===== config.mk =====
export PLATFORM = sky130hd
export DESIGN_NAME = win_wdog
export DESIGN_NICKNAME = d
export VERILOG_FILES = /design/src/rtl/wdog_pkg.sv /design/src/rtl/wdog_cmd_dec.sv /design/src/rtl/wdog_win_timer.sv /design/src/rtl/wdog_err_ctrl.sv /design/src/rtl/win_wdog.sv
export SDC_FILE = /design/constraint.sdc
export NUM_CORES = 1
export LEC_CHECK = 0
export CORE_AREA = 3 3 63 59
export CTS_BUF_LIST = sky130_fd_sc_hd__clkbuf_8 sky130_fd_sc_hd__clkbuf_16
export CTS_CLUSTER_DIAMETER = 50
export DETAILED_ROUTE_END_ITERATION = 8
export DIE_AREA = 0 0 66 62
export GPL_ROUTABILITY_DRIVEN = 0
export PLACE_DENSITY = 0.85
export SYNTH_ARGS = -nofsm -noshare
export SYNTH_HDL_FRONTEND = slang
export SYNTH_SLANG_ARGS = --single-unit

===== constraint.sdc =====
create_clock -name clk_i -period 5.5 [get_ports clk_i]
set_input_delay 1.65 -clock clk_i [delete_from_list [all_inputs] [get_ports clk_i]]
set_output_delay 1.65 -clock clk_i [all_outputs]
set_load 0.01 [all_outputs]

===== src/rtl/wdog_pkg.sv =====
package wdog_pkg;
  typedef enum logic {
    PH_CLOSED = 1'b0,
    PH_OPEN   = 1'b1
  } phase_e;

  localparam logic [6:0] SVC_ADDR_DEF = 7'h15;
  localparam logic [7:0] SVC_DATA_DEF = 8'h03;
endpackage


===== src/rtl/wdog_cmd_dec.sv =====
module wdog_cmd_dec
  import wdog_pkg::*;
#(
  parameter int          ADDR_W   = 7,
  parameter int          DATA_W   = 8,
  parameter logic [ADDR_W-1:0] SVC_ADDR = ADDR_W'(SVC_ADDR_DEF),
  parameter logic [DATA_W-1:0] SVC_DATA = DATA_W'(SVC_DATA_DEF)
) (
  input  logic              cmd_valid_i,
  input  logic [ADDR_W-1:0] cmd_addr_i,
  input  logic [DATA_W-1:0] cmd_wdata_i,
  input  phase_e            phase_i,
  output logic              svc_o,
  output logic              svc_ok_o,
  output logic              svc_early_o
);
  always_comb begin
    svc_o       = cmd_valid_i && (cmd_addr_i == SVC_ADDR) && (cmd_wdata_i == SVC_DATA);
    svc_ok_o    = svc_o && (phase_i == PH_OPEN);
    svc_early_o = svc_o && (phase_i == PH_CLOSED);
  end
endmodule


===== src/rtl/wdog_win_timer.sv =====
module wdog_win_timer
  import wdog_pkg::*;
#(
  parameter int CLOSED_BASE = 16,
  parameter int OPEN_BASE   = 32,
  parameter int CL_UNITS_W  = 6,
  parameter int OP_UNITS_W  = 4
) (
  input  logic                  clk_i,
  input  logic                  rst_ni,
  input  logic                  tick_i,
  input  logic                  restart_i,
  input  logic [CL_UNITS_W-1:0] closed_units_i,
  input  logic [OP_UNITS_W-1:0] open_units_i,
  output phase_e                phase_o,
  output logic                  expire_o
);
  localparam int MAX_BASE = (CLOSED_BASE > OPEN_BASE) ? CLOSED_BASE : OPEN_BASE;
  localparam int PRE_W    = $clog2(MAX_BASE + 1);
  localparam int UNIT_W   = (CL_UNITS_W > OP_UNITS_W) ? CL_UNITS_W : OP_UNITS_W;

  phase_e            phase_q;
  logic [PRE_W-1:0]  pre_q;
  logic [UNIT_W-1:0] unit_q;
  logic [PRE_W-1:0]  base_m1;
  logic [UNIT_W-1:0] units_lim, units_m1;
  logic              unit_end, win_end;

  always_comb begin
    if (phase_q == PH_OPEN) begin
      base_m1   = PRE_W'(OPEN_BASE - 1);
      units_lim = UNIT_W'(open_units_i);
    end else begin
      base_m1   = PRE_W'(CLOSED_BASE - 1);
      units_lim = UNIT_W'(closed_units_i);
    end
    // zero units behaves as one
    units_m1 = (units_lim == '0) ? '0 : units_lim - 1'b1;
    unit_end = tick_i && (pre_q == base_m1);
    // >= so a shrunk config ends the window at the next unit boundary
    win_end  = unit_end && (unit_q >= units_m1);
  end

  always_ff @(posedge clk_i or negedge rst_ni) begin
    if (!rst_ni) begin
      phase_q <= PH_CLOSED;
      pre_q   <= '0;
      unit_q  <= '0;
    end else if (restart_i) begin
      phase_q <= PH_CLOSED;
      pre_q   <= '0;
      unit_q  <= '0;
    end else if (win_end) begin
      phase_q <= (phase_q == PH_CLOSED) ? PH_OPEN : PH_CLOSED;
      pre_q   <= '0;
      unit_q  <= '0;
    end else if (unit_end) begin
      pre_q  <= '0;
      unit_q <= unit_q + 1'b1;
    end else if (tick_i) begin
      pre_q <= pre_q + 1'b1;
    end
  end

  assign phase_o  = phase_q;
  // a service on the final tick has priority over expiry
  assign expire_o = win_end && (phase_q == PH_OPEN) && !restart_i;
endmodule


===== src/rtl/wdog_err_ctrl.sv =====
module wdog_err_ctrl #(
  parameter int ERR_W     = 7,
  parameter int ERR_LIMIT = 8
) (
  input  logic             clk_i,
  input  logic             rst_ni,
  input  logic             err_evt_i,
  input  logic             svc_ok_i,
  output logic [ERR_W-1:0] err_cnt_o,
  output logic             rst_cause_o,
  output logic             rst_req_o
);
  localparam logic [ERR_W:0] LIMIT = (ERR_W+1)'(ERR_LIMIT);

  logic [ERR_W-1:0] err_q;
  logic             cause_q, req_q;
  logic [ERR_W:0]   err_inc;

  assign err_inc = {1'b0, err_q} + 1'b1;

  always_ff @(posedge clk_i or negedge rst_ni) begin
    if (!rst_ni) begin
      err_q   <= '0;
      cause_q <= 1'b0;
      req_q   <= 1'b0;
    end else begin
      req_q <= 1'b0;
      if (err_evt_i) begin
        if (err_inc >= LIMIT) begin
          err_q   <= '0;
          req_q   <= 1'b1;
          cause_q <= 1'b1;
        end else begin
          err_q <= err_inc[ERR_W-1:0];
        end
      end else if (svc_ok_i && (err_q != '0)) begin
        err_q <= err_q - 1'b1;
      end
    end
  end

  assign err_cnt_o   = err_q;
  assign rst_cause_o = cause_q;
  assign rst_req_o   = req_q;
endmodule


===== src/rtl/win_wdog.sv =====
module win_wdog
  import wdog_pkg::*;
#(
  parameter int ADDR_W      = 7,
  parameter int DATA_W      = 8,
  parameter logic [ADDR_W-1:0] SVC_ADDR = ADDR_W'(SVC_ADDR_DEF),
  parameter logic [DATA_W-1:0] SVC_DATA = DATA_W'(SVC_DATA_DEF),
  parameter int CLOSED_BASE = 16,
  parameter int OPEN_BASE   = 32,
  parameter int CL_UNITS_W  = 6,
  parameter int OP_UNITS_W  = 4,
  parameter int ERR_W       = 7,
  parameter int ERR_LIMIT   = 8
) (
  input  logic                  clk_i,
  input  logic                  rst_ni,
  input  logic                  tick_i,
  input  logic [CL_UNITS_W-1:0] cfg_closed_units_i,
  input  logic [OP_UNITS_W-1:0] cfg_open_units_i,
  input  logic                  cmd_valid_i,
  input  logic [ADDR_W-1:0]     cmd_addr_i,
  input  logic [DATA_W-1:0]     cmd_wdata_i,
  output logic [ERR_W-1:0]      err_cnt_o,
  output logic                  win_open_o,
  output logic                  rst_cause_o,
  output logic                  rst_req_o
);
  phase_e phase;
  logic   svc, svc_ok, svc_early, expire;

  wdog_cmd_dec #(
    .ADDR_W(ADDR_W), .DATA_W(DATA_W), .SVC_ADDR(SVC_ADDR), .SVC_DATA(SVC_DATA)
  ) u_dec (
    .cmd_valid_i (cmd_valid_i),
    .cmd_addr_i  (cmd_addr_i),
    .cmd_wdata_i (cmd_wdata_i),
    .phase_i     (phase),
    .svc_o       (svc),
    .svc_ok_o    (svc_ok),
    .svc_early_o (svc_early)
  );

  wdog_win_timer #(
    .CLOSED_BASE(CLOSED_BASE), .OPEN_BASE(OPEN_BASE),
    .CL_UNITS_W(CL_UNITS_W), .OP_UNITS_W(OP_UNITS_W)
  ) u_tmr (
    .clk_i          (clk_i),
    .rst_ni         (rst_ni),
    .tick_i         (tick_i),
    .restart_i      (svc),
    .closed_units_i (cfg_closed_units_i),
    .open_units_i   (cfg_open_units_i),
    .phase_o        (phase),
    .expire_o       (expire)
  );

  wdog_err_ctrl #(
    .ERR_W(ERR_W), .ERR_LIMIT(ERR_LIMIT)
  ) u_err (
    .clk_i       (clk_i),
    .rst_ni      (rst_ni),
    .err_evt_i   (svc_early | expire),
    .svc_ok_i    (svc_ok),
    .err_cnt_o   (err_cnt_o),
    .rst_cause_o (rst_cause_o),
    .rst_req_o   (rst_req_o)
  );

  assign win_open_o = (phase == PH_OPEN);
endmodule


### After elaboration in Yosys (flattened, before gate mapping)

Cells that the tools add are included.

* bits in latches: 0
* output and inout port bits: 10
* bits in registers: 22
* memory bits (read-only): 0
* memory bits (writable): 0
* logic and storage cells: 53
* memories: 0

* reduce and logical (&&, ||, !) cells: 17
* add/subtract/negate cells: 5
* shift operators: 0
* div/mod/pow operators: 0
* bitwise operators: 2
* equal/unequal tests: 3
* order comparisons: 2
* multiplexer cells: 18
* $mul: 0

Operator list (count)
* 6-bit two-way mux: 9
* 7-bit two-way mux: 3
* 6-bit by 1-bit adder with 6-bit output, second input constant: 2
* 1-bit logical AND: 9
* 7-bit by 1-bit adder with 8-bit output, second input constant: 1
* 8-bit by 2-bit equality test with 1-bit output, second input constant: 1
* 8-bit by 4-bit greater-or-equal comparator with 1-bit output, second input constant: 1
* 7-bit by 5-bit equality test with 1-bit output, second input constant: 1
* 7-bit nonzero test: 1
* 7-bit by 1-bit subtractor with 7-bit output, second input constant: 1
* 6-bit equality test: 1
* 6-bit greater-or-equal comparator: 1
* 6-bit logical NOT: 1
* 6-bit by 1-bit subtractor with 6-bit output, second input constant: 1
* 1-bit two-way mux: 5
* 5-bit two-way mux: 1
* 2-bit nonzero test: 2
* 4-bit nonzero test: 1
* 3-bit nonzero test: 1
* 2-bit AND reduction: 1
* 1-bit logical NOT: 1
* 1-bit NOT: 1
* 1-bit bitwise OR: 1

### Logic depth before layout (Yosys ltp)

Gate-level depths: netlist (run 1).

* depth in word-level cells: 9
* depth in mapped cells: 13
* mapped depth without buffers: 12

### Hierarchy

From an unflattened synthesis (run 1), not the netlist that was laid out.

* cells, all modules: 183
* area total of the unflattened synthesis: 1694.1 um^2

Modules (own cells, without submodules)
* wdog_win_timer: area each 1051.0 um^2, cells each 115, sequential area each 325.3 um^2, times used 1
* wdog_err_ctrl: area each 573.0 um^2, cells each 60, sequential area each 225.2 um^2, times used 1
* wdog_cmd_dec: area each 63.8 um^2, cells each 7, sequential area each 0.0 um^2, times used 1
* win_wdog: area each 6.3 um^2, cells each 1, sequential area each 0.0 um^2, times used 1

### Worst setup path before layout (run 1)

No wires, ideal clock.

* path kind: input to register
* start: in cfg_open_units_i[0]
* end: reg u_err.err_q[0], in the netlist u_err.err_cnt_o[0]
* arrival: 3.903 ns
* slack: 1.461 ns
* path buffers: 0
* cell stages on the path: 11
* cells stage by stage: mux2i_1 -> ha_1 -> o21ai_0 -> or3b_2 -> a21o_1 -> ha_1 -> nand4_1 -> o221ai_1 -> a21oi_1 -> a221oi_1 -> o21ai_0

* cells in the longest elaborated chain, start to end: 9
* elaborated cells on any way between the ends: 11

RTL lines
* from (decl): RTL line win_wdog.sv:19 `input logic [OP_UNITS_W-1:0] cfg_open_units_i,`
* 6-bit two-way mux (*): RTL line wdog_win_timer.sv:30 `if (phase_q == PH_OPEN) begin`
* 6-bit by 1-bit subtractor with 6-bit output or 6-bit logical NOT (tied branches): RTL line wdog_win_timer.sv:38 `units_m1 = (units_lim == '0) ? '0 : units_lim - 1'b1;`
* 6-bit two-way mux (*): RTL line wdog_win_timer.sv:38
* 6-bit greater-or-equal comparator (*): RTL line wdog_win_timer.sv:41 `win_end = unit_end && (unit_q >= units_m1);`
* 1-bit logical AND (*): RTL line wdog_win_timer.sv:41
* 1-bit logical AND (*) (2 in series): RTL line wdog_win_timer.sv:67 `assign expire_o = win_end && (phase_q == PH_OPEN) && !restart_i;`
* 1-bit bitwise OR (*): RTL line win_wdog.sv:62 `.err_evt_i (svc_early | expire),`
* 7-bit two-way mux or 2-bit nonzero test (tied branches)
* to (signal assigned): RTL line wdog_err_ctrl.sv:34 `err_q <= err_inc[ERR_W-1:0];`
* to (signal assigned): RTL line wdog_err_ctrl.sv:37 `err_q <= err_q - 1'b1;`
* to (decl): RTL line wdog_err_ctrl.sv:15 `logic [ERR_W-1:0] err_q;`

Mark *: on every way between the ends. The rest lies on a longest branch, timed or not.
A chain may end at the register's enable or synchronous reset.

### Worst setup path in the final report (run 1)

Ends and elaborated chain as after synthesis.

==> key figures, run 1 <==
Run status
  • Result of the run: completed

STA
  • Final setup slack of the worst path: 0.955 ns
  • Final clock period utilization by the worst path: between 80% and 90%
  • Clock period minus final worst setup slack: 4.55 ns
  • FMAX: 0.220 GHz
  • Number of endpoints with negative hold slack in the final report: 0
  • Post-Route Hold Slack: 0.470 ns
  • Count of final setup violators: 0
  • Number of max-slew violations in the final report: 0
  • Worst slew margin relative to its limit: between 30% and 40%
  • Aggregate negative setup slack: 0 ns
  • Setup repair after global routing missed its margin: false
  • Transition time of the tightest slew-check pin: 1.04 ns
  • Worst clock skew: 0.00697 ns

Floorplan
  • Die width: 66 um
  • Die Y-Extent: between 60 and 70 um
  • Core region area: 3070 um^2
  • Top-level I/O count: 39
  • Die outline area: 4090 um^2
  • Cell row count: 19
  • Starting density of the core: 54.8%

Pwr
  • Internal power: 0.360 mW
  • Proportion of power drawn by flip-flops and latches: 44.1%
  • Leakage power: between 0.8 and 0.9 nW
  • Switching share of power: between 30% and 40%
  • Net load switching power: 0.163 mW
  • Combinational power share: 26.8%
  • Total power: 0.523 mW
  • Part of the total power dissipated in the clock network: between 20% and 30%
  • P per Cell Area: 242 nW/um^2
  • Largest voltage drop on the vdd net: 0.000132 V

GRT
  • Antenna violations before repair: 0
  • Number of global-route vias before repair: 1,451
  • Total overflow reported by the global router: 0
  • GRT Resource Usage Total: 20.0%
  • Largest net degree at the start of global routing: 23
  • First-pass GRT wire length: 6400 um

Synthesis
  • Per-instance average area after synthesis: 9.60 um^2
  • Sequential fraction of the synthesis area: 32.8%
  • Cells taking the most area after synthesis: dfrtp_1, ha_1, nor2_1
  • Fraction of synthesized cell area taken by the top area cell type: between 30% and 40%
  • FF+latch count, synth: 22
  • Dominant cell type by area after synthesis: dfrtp_1
  • Post-synthesis net count: 216
  • Synth warnings: 0
  • Post-synth EDFFs: 0
  • Synthesized netlist cell count: 175
  • Number of library cell types mapped by synthesis: 50
  • Post-synth top flop: dfrtp_1
  • Proportion of synthesized flip-flops having asynchronous set or reset: 100%
  • Combined area of all synthesized cells: ~1700 um^2

Routing
  • Antenna violation net count after detailed routing: 0
  • Vias per std cell: just under 6
  • Post-DR wirelength/cell: 15.2 um
  • Vias post-DR: ~1,500
  • DR pass1 iterations: 5
  • Iteration-0 DRC Markers: 60
  • Drc violations: 0
  • Detailed-route wire length: between 3000 and 4000 um

Final layout
  • Post-route design area: roughly 2200 um^2
  • Post-Layout Cell Count: between 200 and 300
  • Total number of nets in the final design: 255
  • Diode count: 0
  • Layout Utilization: 70.5%
  • Flip-flop and latch area: 551 um^2
  • Multi-input logic area: between 1000 and 1500 um^2
  • Ratio of cells with drive above 1 in the final layout: around 11%
  • Most common library cell in the layout ignoring fill and taps: clkdlybuf4s50_1
  • Filler Cell Count: 230
  • Most frequent cells in the layout: clkdlybuf4s50_1, dfrtp_1, nor2_1
  • Area growth from synthesis to final layout: 28.7%

Run
  • Max capacitance violation total: 0

Setup path
  • Source of the critical timing path: cfg_open_units_i[0]
  • WP data required: 5.64 ns
  • Worst Path Arrival: 4.69 ns
  • FF-to-FF End: u_err.err_cnt_o[0]$_DFFE_PN0P_
  • Crit. End Element: flip-flop
  • Maximum net fanout on the critical path: 4
  • Endpoint of the worst setup timing path: u_err.err_cnt_o[0]$_DFFE_PN0P_
  • Cell depth of the worst flop-to-flop path: 11
  • Nature of the critical path startpoint: primary input
  • FF-to-FF setup slack: 1.67 ns
  • Launching point of the worst reg2reg path: u_tmr.phase_o$_DFFE_PN0P_
  • Path type of the worst setup path: in2reg

Place
  • Count of buffers inserted at the top-level ports: 38
  • Post-DP HPWL: 2980 um
  • # placed instances: 251
  • Area after DPL: 2090 um^2
  • Post-place setup slack: ~0.75 ns

CTS
  • Hold-fix buffers, CTS: 0
  • Clock-pin slew reported for the worst setup and hold paths after clock tree synthesis: 0.09 ns
  • Clock Sinks: 22
  • Clock Tree Buf Depth: 2
  • CTS tree: built
  • Clk root buf: clkbuf_8
  • Total CTS buffers: 3
  • Post-CTS repair timing setup buffer count: 0
  • CTS-repair resized insts: 0
  • Clock network latency to the later pin of the worst-skew pair: 0.27 ns
  • H-tree level count: 1

Hold path
  • Hold Startpoint: u_err.rst_cause_o$_DFFE_PN0P_
  • Depth of the worst hold-timing path: 1
  • Hold/Removal Path Class: reg2reg
cell usage after synthesis, drive strengths merged, types with 2 or more instances:
cell type,count
nand2b,4
xnor2,6
nor3b,3
nor3,6
dfrtp,22
nand2,15
nor2,21
and4bb,3
a41oi,2
nor2b,2
or3,2
buf,3
inv,5
nor4,5
ha,12
o21ai,3
mux2i,6
a21oi,11
xor2,9
nand3,10
nand4,6
power groups by stage:
| stage | sequential, mW | combinational (mW) | clock (mW) |
|---|---|---|---|
| floorplan | 0.219 | 0.0993 | 0 |
| global placement | 0.229 | 0.130 | 0 |
| detailed placement | 0.232 | 0.141 | 0 |
| finish | 0.230 | 0.140 | 0.152 |
| global route | 0.234 | 0.163 | 0.160 |
| CTS | 0.230 | 0.141 | 0.152 |
state kept, by name, summed over array words and instances, names as in the netlist:
signal             cells
u_err.err_cnt_o        7
u_err.rst_cause_o      1
u_err.rst_req_o        1
u_tmr.phase_o          1
u_tmr.pre_q            6
u_tmr.unit_q           6
cell families (layout without fill, tap and decap cells):
group                    count (synthesis)  after routing  synth area share, %
AO/OA/AOI/OAI                           26             26                 11.0
XOR/XNOR                                15             15                 7.82
adder cells (fa/ha/maj)                 12             12                 8.93
buffers and inverters                    9             47                 2.38
flip-flops                              22             22                 32.8
multiplexers                             6              6                 3.57
AND/OR/NAND/NOR                         85             85                 33.5
area by class of cell:
cell class                      instances  area share (%)
Multi-Input combinational cell        144            50.4
Timing Repair Buffer                   38            17.6
Clock inverter                          1            1.39
Clock buffer                            3            1.91
Sequential cell                        22            25.4
Inverter                                5           0.868
Tap cell                               42            2.43
critical path: stages:
cell and delay [ns]:
clkdlybuf4s50_1 0.40, mux2i_1 0.24, ha_1 0.25, o21ai_0 0.16
or3b_2 0.46, a21o_1 0.17, ha_1 0.28, nand4_1 0.11
o221ai_1 0.35, a21oi_1 0.17, a221oi_1 0.32, o21ai_0 0.13
how the worst min path moves through the flow:
| stage | end | slack (ns) |
|---|---|---|
| global route | u_err.rst_cause_o$_DFFE_PN0P_ | 0.49 |
| detailed placement | u_err.rst_cause_o$_DFFE_PN0P_ | 0.45 |
| global placement | u_err.rst_cause_o$_DFFE_PN0P_ | 0.45 |
| floorplan | u_err.rst_cause_o$_DFFE_PN0P_ | 0.50 |
| CTS | u_err.rst_cause_o$_DFFE_PN0P_ | 0.47 |
| finish | u_err.rst_cause_o$_DFFE_PN0P_ | 0.47 |
per-layer routing:
layer | vias to the layer above | global-route usage (%) | routed length, um
li1 | 710 | - | -
met1 | 708 | 24.9 | 1660
met2 | 56 | 37.4 | 2010
met3 | 5 | 2.34 | 180
met4 | 0 | 4.93 | 29
met5 | - | 0 | 0
No activity file was read; power rests on OpenSTA's default activity.
==> inputs of run 2 (changes only) <==
CORE_AREA = 3 3 66 61   (was 3 3 63 59)
DIE_AREA = 0 0 69 64   (was 0 0 66 62)
PLACE_DENSITY = 0.79   (was 0.85)
clock period = 4.5 ns   (was 5.5 ns; I/O delays follow)
==> key figures, run 2 (synthesis gave the netlist of run 1 again) <==
Setup path
  • Crit. End Element: flip-flop
  • CP Buf/Inv Count: 1
  • Nature of the critical path startpoint: primary input
  • CP max stage cell: or3b_2
  • Maximum net fanout on the critical path: 4
  • CP max stage delay: around 0.46 ns
  • Worst Path Arrival: roughly 4.2 ns
  • Path type of the worst setup path: in2reg
  • Cell family with the largest share of critical-path delay: compound AO/OA/AOI/OAI gates
  • Worst-path cell chain: clkdlybuf4s50_1 -> mux2i_1 -> ha_1 -> o21ai_0 -> or3b_2 -> a21o_1 -> ha_1 -> nand4_1 -> o221ai_1 -> a21oi_1 -> a221oi_1 -> o21ai_0
  • WP data required: 4.63 ns

Pwr
  • Total power: 0.632 mW
  • Largest voltage drop on the vdd net: 0.000220 V
  • Leakage power: between 0.8 and 0.9 nW
  • P per Cell Area: 290 nW/um^2

Routing
  • Vias per std cell: 5.54
  • Antenna violation net count after detailed routing: 0
  • Iteration-0 DRC Markers: 28
  • Post-DR wirelength/cell: 13.9 um
  • DR pass1 iterations: 4
  • Detailed-route wire length: 3610 um
  • Drc violations: 0
  • Vias post-DR: about 1,400

STA
  • Setup repair after global routing missed its margin: false
  • Worst slew margin relative to its limit: 32.3%
  • Post-Route Hold Slack: roughly 0.48 ns
  • FMAX: 0.247 GHz
  • Number of endpoints with negative hold slack in the final report: 0
  • Transition time of the tightest slew-check pin: 1.01 ns
  • Final clock period utilization by the worst path: between 80% and 90%
  • Clock period minus final worst setup slack: 4.04 ns
  • Aggregate negative setup slack: 0 ns
  • Worst clock skew: 0.00442 ns
  • Count of final setup violators: 0
  • Final setup slack of the worst path: 0.456 ns
  • Number of max-slew violations in the final report: 0

Final layout
  • Area growth from synthesis to final layout: 29.8%
  • Flip-flop count of the largest register, all copies and words added: 7
  • Most frequent cells in the layout: clkdlybuf4s50_1, dfrtp_1, nor2_1
  • Most common library cell in the layout ignoring fill and taps: clkdlybuf4s50_1
  • Filler Cell Count: 299
  • Diode count: 0
  • Layout Utilization: 64.1%
  • Total number of nets in the final design: 257
  • Ratio of cells with drive above 1 in the final layout: a little under an eighth

CTS
  • Clock Sinks: 22
  • CTS tree: built
  • Total CTS buffers: 3
  • Clock Tree Buf Depth: 2
  • Post-CTS repair timing setup buffer count: 0
  • H-tree level count: 1
  • Clock network latency to the later pin of the worst-skew pair: 0.26 ns
  • Hold-fix buffers, CTS: 0
  • Clock-pin slew reported for the worst setup and hold paths after clock tree synthesis: 0.08 ns
  • CTS-repair resized insts: 0
  • Clk root buf: clkbuf_8

Floorplan
  • Cell row count: 20
  • Die width: 69 um
  • Core region area: 3400 um^2
  • Top-level I/O count: 39
  • Die outline area: 4420 um^2
  • Starting density of the core: 49.4%
  • Die Y-Extent: ~64 um

GRT
  • Number of global-route vias before repair: 1,518
  • GRT Resource Usage Total: 17.8%
  • Largest net degree at the start of global routing: 23
  • Antenna violations before repair: 0
  • Total overflow reported by the global router: 0
  • First-pass GRT wire length: about 6600 um

Place
  • Count of buffers inserted at the top-level ports: 38
  • Post-place setup slack: approximately 0.19 ns
  • Post-DP HPWL: 2750 um

Run status
  • Result of the run: completed

Hold path
  • Hold/Removal Path Class: reg2reg

Run
  • Max capacitance violation total: 0
-- run 2: cell count changes in the layout (fill, tap and decap cells not counted), sizes merged --
cell and delta:
buf +2
-- run 2: worst paths after layout --
path | startpoint | to | slack [ns] | cells past startpoint
setup / recovery | cfg_open_units_i[0] | u_err.err_cnt_o[0]$_DFFE_PN0P_ | 0.46 | 12
hold / removal | u_err.rst_cause_o$_DFFE_PN0P_ | u_err.rst_cause_o$_DFFE_PN0P_ | 0.48 | 1
setup reg to reg | u_tmr.phase_o$_DFFE_PN0P_ | u_err.err_cnt_o[0]$_DFFE_PN0P_ | 1.09 | 12
hold reg to reg | u_err.rst_cause_o$_DFFE_PN0P_ | u_err.rst_cause_o$_DFFE_PN0P_ | 0.48 | 1
max in group asynchronous | rst_ni | u_err.err_cnt_o[0]$_DFFE_PN0P_ | 2.25 | 1
min in group asynchronous | rst_ni | u_tmr.pre_q[0]$_DFFE_PN0P_ | 1.63 | 1
-- run 2: stage by stage --
| step | cell area [um^2] | instances |
|---|---|---|
| 3_5_place_dp | 2110 | 255 |
| 6_report | 2180 | 259 |
| 5_1_grt | 2180 | 259 |
| 2_1_floorplan | 1680 | 175 |
| 4_1_cts | 2180 | 259 |
| 3_3_place_gp | 2110 | 255 |
-- run 2: per-layer routing --
metal | track usage, % | wire length [um] | part of all wire [%] | vias to the layer above
li1 | - | - | - | 719
met1 | 22.1 | 1650 | 46 | 667
met2 | 31.8 | 1720 | 48 | 44
met3 | 3.30 | 196 | 5.4 | 5
met4 | 4.39 | 40 | 1.1 | 0
met5 | 0 | 0 | 0 | -
-- run 2: power breakdown --
group	switching, mW	internal [mW]	leakage [nW]
Sequential	0.0409	0.232	0.291
Combinational	0.0850	0.0901	0.572
Clock	0.0648	0.119	0.0357
Total	0.191	0.441	0.899
-- run 2: worst register-to-register path: cells and delay by family, from the launching register on --
family	cells	cell delay (ns)
simple gates	2	0.56
buf+inv	1	0.31
fa+ha+maj	2	0.51
compound gates	6	1.13
mux	1	0.31
flops	1	0.45
-- run 2: area by class of cell --
class                           instances  area (um^2)  share of cell area, %
Tap cell                               44         55.1                   2.52
Sequential cell                        22          551                   25.2
Timing Repair Buffer                   40          395                   18.1
Clock buffer                            3         41.3                   1.89
Clock inverter                          1         30.0                   1.38
Multi-Input combinational cell        144         1090                   50.0
Inverter                                5         18.8                  0.861
